===== src/rtl/flash_cmd_pkg.sv =====
package flash_cmd_pkg;

    typedef enum logic [2:0] {
        ST_IDLE,
        ST_PGM_SETUP,
        ST_ERS_SETUP,
        ST_PGM_BUSY,
        ST_ERS_BUSY
    } fc_state_e;

    localparam logic [7:0] OP_PGM     = 8'h40;
    localparam logic [7:0] OP_PGM_ALT = 8'h10;
    localparam logic [7:0] OP_ERS     = 8'h30;
    localparam logic [7:0] OP_CONFIRM = 8'hD0;
    localparam logic [7:0] OP_CLR     = 8'h50;
    localparam logic [7:0] OP_RDSR    = 8'h70;
    localparam logic [7:0] OP_RDARR   = 8'hFF;

    localparam int SR_LOCK = 1;
    localparam int SR_VPP  = 3;
    localparam int SR_PGM  = 4;
    localparam int SR_ERS  = 5;
    localparam int SR_RDY  = 7;

    localparam logic [7:0] SR_CLR_MASK = 8'h3A;

endpackage


===== src/rtl/flash_cell_array.sv =====
module flash_cell_array #(
    parameter int DW      = 16,
    parameter int AW      = 4,
    parameter int WPB_LOG = 2,
    localparam int NWORDS = 2 ** AW,
    localparam int NBLK   = 2 ** (AW - WPB_LOG)
) (
    input  logic            clk,
    input  logic            rst_n,
    input  logic            pgm_commit,
    input  logic            ers_commit,
    input  logic [AW-1:0]   op_addr,
    input  logic [DW-1:0]   op_data,
    input  logic [DW-1:0]   fault_mask,
    input  logic [NBLK-1:0] ers_mask,
    input  logic [AW-1:0]   rd_addr,
    output logic [DW-1:0]   rd_word,
    output logic            vfy_fail
);

    logic [DW-1:0] mem [NWORDS];

    // A cell that stays 1 while the data asks for 0 is a verify failure.
    assign vfy_fail = |(mem[op_addr] & fault_mask & ~op_data);
    assign rd_word  = mem[rd_addr];

    always_ff @(posedge clk) begin
        if (!rst_n) begin
            for (int i = 0; i < NWORDS; i++) mem[i] <= '1;
        end else if (ers_commit) begin
            for (int i = 0; i < NWORDS; i++)
                if (ers_mask[i >> WPB_LOG]) mem[i] <= '1;
        end else if (pgm_commit) begin
            mem[op_addr] <= mem[op_addr] & (op_data | fault_mask);
        end
    end

    generate
        for (genvar g = 0; g < NWORDS; g++) begin : g_chk
            AST_NO_ONES_RAISED: assert property (@(posedge clk) disable iff (!rst_n)
                !$past(ers_commit) |-> ((mem[g] & ~$past(mem[g])) == '0));
        end
    endgenerate

endmodule


===== src/rtl/flash_cmd_ctrl.sv =====
module flash_cmd_ctrl
    import flash_cmd_pkg::*;
#(
    parameter int DW         = 16,
    parameter int AW         = 4,
    parameter int WPB_LOG    = 2,
    parameter int PGM_CYCLES = 6,
    parameter int ERS_CYCLES = 12,
    localparam int NBLK      = 2 ** (AW - WPB_LOG),
    localparam int MAXC      = (PGM_CYCLES > ERS_CYCLES) ? PGM_CYCLES : ERS_CYCLES,
    localparam int CW        = $clog2(MAXC + 1)
) (
    input  logic            clk,
    input  logic            rst_n,
    input  logic            wr_en,
    input  logic [AW-1:0]   wr_addr,
    input  logic [DW-1:0]   wr_data,
    input  logic            vpp_ok,
    input  logic            wp_n,
    input  logic [NBLK-1:0] lock_bits,
    input  logic            vfy_fail,
    output logic            pgm_commit,
    output logic            ers_commit,
    output logic [AW-1:0]   op_addr,
    output logic [DW-1:0]   op_data,
    output logic [NBLK-1:0] ers_mask,
    output logic            rd_status,
    output logic [7:0]      status
);

    fc_state_e st, nxt;
    logic [CW-1:0] cnt;
    logic [7:0]    err;
    logic [7:0]    err_set;
    logic          launch_p, launch_e, rs_set, rs_clr, clr;
    logic [7:0]    cmd;
    logic          busy, last;

    assign cmd    = wr_data[7:0];
    assign busy   = (st == ST_PGM_BUSY) || (st == ST_ERS_BUSY);
    assign last   = (cnt == CW'(1));
    assign status = err | {~busy, 7'b0};

    // State register
    always_ff @(posedge clk) begin
        if (!rst_n) st <= ST_IDLE;
        else        st <= nxt;
    end

    // Next state and per-cycle controls
    always_comb begin
        nxt        = st;
        err_set    = '0;
        launch_p   = 1'b0;
        launch_e   = 1'b0;
        rs_set     = 1'b0;
        rs_clr     = 1'b0;
        clr        = 1'b0;
        pgm_commit = 1'b0;
        ers_commit = 1'b0;
        unique case (st)
            ST_IDLE: if (wr_en) begin
                case (cmd)
                    OP_PGM, OP_PGM_ALT: begin nxt = ST_PGM_SETUP; rs_set = 1'b1; end
                    OP_ERS:             begin nxt = ST_ERS_SETUP; rs_set = 1'b1; end
                    OP_CLR:             clr    = 1'b1;
                    OP_RDSR:            rs_set = 1'b1;
                    OP_RDARR:           rs_clr = 1'b1;
                    default:            ;
                endcase
            end
            ST_PGM_SETUP: if (wr_en) begin
                rs_set = 1'b1;
                if (!vpp_ok) begin
                    err_set[SR_VPP] = 1'b1; err_set[SR_PGM] = 1'b1; nxt = ST_IDLE;
                end else if (lock_bits[wr_addr[AW-1:WPB_LOG]] && !wp_n) begin
                    err_set[SR_LOCK] = 1'b1; err_set[SR_PGM] = 1'b1; nxt = ST_IDLE;
                end else begin
                    launch_p = 1'b1; nxt = ST_PGM_BUSY;
                end
            end
            ST_ERS_SETUP: if (wr_en) begin
                rs_set = 1'b1;
                if (cmd != OP_CONFIRM) begin
                    err_set[SR_PGM] = 1'b1; err_set[SR_ERS] = 1'b1; nxt = ST_IDLE;
                end else if (!vpp_ok) begin
                    err_set[SR_VPP] = 1'b1; err_set[SR_ERS] = 1'b1; nxt = ST_IDLE;
                end else begin
                    launch_e = 1'b1; nxt = ST_ERS_BUSY;
                end
            end
            ST_PGM_BUSY: if (last) begin
                pgm_commit = 1'b1;
                err_set[SR_PGM] = vfy_fail;
                nxt = ST_IDLE;
            end
            ST_ERS_BUSY: if (last) begin
                ers_commit = 1'b1;
                nxt = ST_IDLE;
            end
            default: nxt = ST_IDLE;
        endcase
    end

    // Datapath registers
    always_ff @(posedge clk) begin
        if (!rst_n) begin
            cnt       <= '0;
            err       <= '0;
            rd_status <= 1'b0;
            op_addr   <= '0;
            op_data   <= '0;
            ers_mask  <= '0;
        end else begin
            if (launch_p)  cnt <= CW'(PGM_CYCLES);
            else if (launch_e) cnt <= CW'(ERS_CYCLES);
            else if (busy) cnt <= cnt - CW'(1);
            err <= (err | err_set) & ~(clr ? SR_CLR_MASK : 8'h00);
            if (rs_set)      rd_status <= 1'b1;
            else if (rs_clr) rd_status <= 1'b0;
            if (launch_p) begin
                op_addr <= wr_addr;
                op_data <= wr_data;
            end
            if (launch_e) ers_mask <= wp_n ? '1 : ~lock_bits;
        end
    end

    AST_ERASE_NO_SUSPEND: assert property (@(posedge clk) disable iff (!rst_n)
        (st == ST_ERS_BUSY && !last) |=> (st == ST_ERS_BUSY));
    AST_VPP_ERASE_GATE: assert property (@(posedge clk) disable iff (!rst_n)
        (st == ST_ERS_SETUP && wr_en && cmd == OP_CONFIRM && !vpp_ok)
        |=> (st == ST_IDLE && status[SR_ERS] && status[SR_VPP]));
    AST_BAD_CONFIRM: assert property (@(posedge clk) disable iff (!rst_n)
        (st == ST_ERS_SETUP && wr_en && cmd != OP_CONFIRM)
        |=> (status[SR_ERS] && status[SR_PGM] && status[SR_RDY]));
    AST_CLEAR_STATUS: assert property (@(posedge clk) disable iff (!rst_n)
        (st == ST_IDLE && wr_en && cmd == OP_CLR) |=> ((status & SR_CLR_MASK) == 8'h00));
    AST_STATUS_MODE: assert property (@(posedge clk) disable iff (!rst_n)
        (st != ST_IDLE) |-> rd_status);

endmodule


===== src/rtl/flash_cmd_if.sv =====
module flash_cmd_if #(
    parameter int DW         = 16,
    parameter int AW         = 4,
    parameter int WPB_LOG    = 2,
    parameter int PGM_CYCLES = 6,
    parameter int ERS_CYCLES = 12
) (
    input  logic                          clk,
    input  logic                          rst_n,
    input  logic                          wr_en,
    input  logic [AW-1:0]                 wr_addr,
    input  logic [DW-1:0]                 wr_data,
    input  logic                          vpp_ok,
    input  logic                          wp_n,
    input  logic [2**(AW-WPB_LOG)-1:0]    lock_bits,
    input  logic [DW-1:0]                 fault_mask,
    input  logic [AW-1:0]                 rd_addr,
    output logic [DW-1:0]                 rd_data,
    output logic [7:0]                    status
);

    localparam int NBLK = 2 ** (AW - WPB_LOG);

    logic            pgm_commit, ers_commit, vfy_fail, rd_status;
    logic [AW-1:0]   op_addr;
    logic [DW-1:0]   op_data, rd_word;
    logic [NBLK-1:0] ers_mask;

    flash_cmd_ctrl #(
        .DW(DW), .AW(AW), .WPB_LOG(WPB_LOG),
        .PGM_CYCLES(PGM_CYCLES), .ERS_CYCLES(ERS_CYCLES)
    ) u_ctrl (
        .clk(clk), .rst_n(rst_n), .wr_en(wr_en), .wr_addr(wr_addr), .wr_data(wr_data),
        .vpp_ok(vpp_ok), .wp_n(wp_n), .lock_bits(lock_bits), .vfy_fail(vfy_fail),
        .pgm_commit(pgm_commit), .ers_commit(ers_commit), .op_addr(op_addr),
        .op_data(op_data), .ers_mask(ers_mask), .rd_status(rd_status), .status(status)
    );

    flash_cell_array #(.DW(DW), .AW(AW), .WPB_LOG(WPB_LOG)) u_array (
        .clk(clk), .rst_n(rst_n), .pgm_commit(pgm_commit), .ers_commit(ers_commit),
        .op_addr(op_addr), .op_data(op_data), .fault_mask(fault_mask),
        .ers_mask(ers_mask), .rd_addr(rd_addr), .rd_word(rd_word), .vfy_fail(vfy_fail)
    );

    assign rd_data = rd_status ? {{(DW-8){1'b0}}, status} : rd_word;

endmodule


===== config.mk =====
export PLATFORM = sky130hd
export DESIGN_NAME = flash_cmd_if
export DESIGN_NICKNAME = d
export VERILOG_FILES = /design/src/rtl/flash_cmd_pkg.sv /design/src/rtl/flash_cell_array.sv /design/src/rtl/flash_cmd_ctrl.sv /design/src/rtl/flash_cmd_if.sv
export SDC_FILE = /design/constraint.sdc
export NUM_CORES = 1
export LEC_CHECK = 0
export BUFFER_PORTS_ARGS = -buffer_cell sky130_fd_sc_hd__buf_2
export CAP_MARGIN = 10
export CORE_MARGIN = 2
export CORE_UTILIZATION = 35
export CTS_CLUSTER_DIAMETER = 120
export CTS_CLUSTER_SIZE = 40
export DETAILED_ROUTE_END_ITERATION = 6
export SLEW_MARGIN = 20
export SYNTH_ARGS = -nofsm -noshare
export SYNTH_HDL_FRONTEND = slang
export SYNTH_SLANG_ARGS = --single-unit

===== constraint.sdc =====
create_clock -name clk -period 8.85 [get_ports clk]
set_input_delay 0.4425 -clock clk [delete_from_list [all_inputs] [get_ports clk]]
set_output_delay 0.4425 -clock clk [all_outputs]
set_load 0.01 [all_outputs]

==> flow_summary_export.csv <==
group,metric,value,unit
outcome,status,"finished, final reports clean",
placement,gp_congestion,0.889,
die,coreArea,0.0433,sq mm
setup_path,crit_fanout,36,
timing,finalCritPeriodShare,0.424,
finish,design_area,0.0168,sq mm
cts,cts_tree,"yes",
setup_path,worstPathCellList,"buf_4, buf_4, mux4_2, mux4_2, mux2_2, buf_2",
synthesis,synth_cells,1185,
timing,fin_skew,0.0394,ns
die,die_y,214,um
setup_path,endpoint_kind,"output port",
die,die_x,214,um
setup_path,cp_top_family,"multiplexers",
routing,ant_nets,0,
min_path,holdPathEnd,"u_ctrl.ers_mask[0]",
routing,drt_iter0_drc,1280,
setup_path,crit_path_top_delay_cell,"buf_4",
pwr,power_density,144,mW/mm^2
global_routing,grt_use_total,0.217,
setup_path,critPathRequiredTime,8.41,ns
synthesis,ys_warn_count,0,
setup_path,path_buf_inv,3,
global_routing,grt_max_degree,65,
finish,layout.cells.non_filler,1805,
synthesis,synthFlopType,"edfxtp_1",
timing,whs,0.134,ns
cts,cts_root_buffer,"clkbuf_16",
setup_path,reg2reg_to,"u_array.mem[8][7]",
cts,cts_inserted_buffers,11,
timing,setup_tns,0,ns
pwr,pwr-share-clk,0.280,
placement,place_inst,1788,
flow_run,drv_cap,0,
placement,dp.final_hpwl,32500,um
timing,min_period,3.75,ns
setup_path,cp_slowest_stage_delay,0.73,ns
cts,postCtsSetupBuffers,0,
routing,drcViolationCount,0,
global_routing,antenna_found_initial,0,
timing,slew_headroom,0.253,
pwr,power.share.switching,0.238,
timing,finalHoldViolCount,0,
cts,htree_levels,1,
pwr,power_leakage,4.41,nW
finish,final_common_cell,"nand2_1",
timing,max_freq,267,MHz
pwr,p_switching,0.575,mW
setup_path,r2r-start,"u_ctrl.cnt[1]",
global_routing,gr-total-overflow,0,
finish,fin_nets,1267,
global_routing,grt_pass1_wl,71600,um
finish,seq_area,0.00849,sq mm
setup_path,r2r_cells,9,
setup_path,startpoint_type,"primary input",
finish,layout_common_cells,"314 x nand2_1, 256 x edfxtp_1, 127 x mux4_2",
die,core.rowCount,76,
setup_path,arrival,3.31,ns
routing,wl_per_cell,27.3,um
synthesis,syn_avg_cell_area,13.0,sq um
pwr,peakVddDrop,109,uV
placement,portBuffers,69,
die,ios,73,
global_routing,grt_pass1_vias,10400,
cts,clk_path_buf_depth,3,
pwr,power,2.41,mW
routing,vias,10600,
routing,drtPass1Iterations,7,
cts,hold_buffers,0,
finish,layout-drive-gt1-share,0.237,
timing,setup_viol,0,
min_path,min_from,"lock_bits[0]",
die,die_area,0.0456,sq mm
placement,place_area,0.0164,sq mm
cts,clk_pin_slew,0.14,ns
pwr,power.internal,1.84,mW
cts,clock_latency,0.52,ns
timing,rsz0062_at_grt,"false",
routing,viasPerCell,5.89,
finish,diodes,0,
synthesis,synth_edf_count,256,
pwr,power_frac_seq,0.638,
cts,post_cts_resized,0,
routing,wirelength,49300,um
setup_path,critPathKind,"primary input to output port",
synthesis,synthArstFlopShare,0,
timing,final-max-slew-violation-count,0,
setup_path,reg2reg_slack,5.17,ns
finish,fillCellCount,4040,
synthesis,seq_area_frac_synth,0.552,
finish,multi_input_area,0.00653,sq mm
finish,syn_to_final_growth,9.04,%
min_path,min_path_type,"primary input to flop",
pwr,combPwrFrac,0.082,
min_path,min_path_cells,2,
synthesis,syn_area,0.0154,sq mm
cts,cts_sinks,296,
synthesis,synth-seq-cells,296,
die,start_util,0.355,
synthesis,synth_cell_types,61,
timing,tightestPinTransition,1.12,ns
-- power by group through the flow --
stage               Combinational, mW  Clock, mW  Sequential (mW)
floorplan                       0.111          0             1.57
global route                    0.207      0.721             1.54
detailed placement              0.196          0             1.57
finish                          0.198      0.676             1.54
global placement                0.194          0             1.57
CTS                             0.197      0.683             1.54
-- sequential cells by signal, summed over array words and instances, names as in the netlist, named ones only --
signal,cells
u_array.mem,256
u_ctrl.op_data,16
u_ctrl.cnt,4
u_ctrl.err,4
u_ctrl.ers_mask,4
u_ctrl.op_addr,4
u_ctrl.st,3
u_ctrl.rd_status,1
-- through the flow --
stage          worst slack (ns)   util
6_report                   5.10  0.388
2_1_floorplan              5.69      -
4_1_cts                    5.06  0.387
3_3_place_gp               5.02  0.379
5_1_grt                    4.89  0.388
3_5_place_dp               5.07  0.380
-- final cells by class --
cell class,instances,share of cell area
well taps,585,0.0437
multi-input cells,787,0.390
clock buffers,16,0.0175
clock inverters,1,0.00179
flip-flops and latches,296,0.507
inverters,13,0.00291
repair buffers,107,0.0378
-- metal layers --
layer / up-vias / GRT usage / share of wire
met4: 0 / 0.0898 / 0.044
met1: 5402 / 0.286 / 0.39
li1: 4506 / - / -
met5: - / 0 / 0
met2: 611 / 0.367 / 0.49
met3: 121 / 0.0237 / 0.082
-- cell families (layout without fill, tap and decap cells) --
group / count (synthesis) / count (layout) / share of synthesized area
AOI/OAI and AO/OA: 112 / 112 / 0.0485
adders and majority gates: 2 / 2 / 0.00163
other: 1 / 3 / 0.000244
muxes: 194 / 194 / 0.232
xor gates and xnor gates: 4 / 4 / 0.00228
and+or+nand+nor: 472 / 472 / 0.130
DFF: 296 / 296 / 0.552
buffers and inverters: 104 / 137 / 0.0325
-- worst register-to-register path, cell delays in order (launching register included) --
cell and delay, ns:
dfxtp_1 0.35, inv_1 0.07, ha_1 0.15, nor3b_1 0.30
and3_1 0.32, nand2_1 0.10, nor2_1 0.09, nand2_1 0.35
nor3_4 0.75, nand2b_1 0.80
-- synth_stat cells (5+ instances only) --
cell type | n | area share
a221oi_1 | 5 | 0.0028
o21ai_0 | 27 | 0.0088
nand2_1 | 314 | 0.077
buf_1 | 5 | 0.0012
o21ai_1 | 7 | 0.0023
buf_2 | 32 | 0.010
dfxtp_1 | 40 | 0.052
mux2_2 | 8 | 0.0059
nor2b_1 | 31 | 0.013
nor2_1 | 62 | 0.015
nor3_1 | 7 | 0.0023
clkbuf_1 | 38 | 0.0093
o221ai_1 | 10 | 0.0057
buf_4 | 12 | 0.0059
mux4_2 | 127 | 0.19
mux2i_1 | 57 | 0.037
nand3_1 | 16 | 0.0052
nand2b_1 | 18 | 0.0073
inv_1 | 11 | 0.0027
a21oi_1 | 18 | 0.0059
edfxtp_1 | 256 | 0.50
o22ai_1 | 11 | 0.0045
-- worst max path at each step --
stage	from	endpoint	slack, ns	cells after the start
2_1_floorplan	u_ctrl.cnt[1]	u_array.mem[1][0]	5.69	8
3_3_place_gp	u_ctrl.cnt[1]	u_array.mem[8][9]	5.02	9
3_5_place_dp	rd_addr[0]	rd_data[1]	5.07	6
4_1_cts	rd_addr[0]	rd_data[3]	5.06	6
5_1_grt	u_ctrl.cnt[1]	u_array.mem[8][7]	4.89	9
6_report	rd_addr[0]	rd_data[3]	5.10	6
Power figures use the tool's default switching activity.
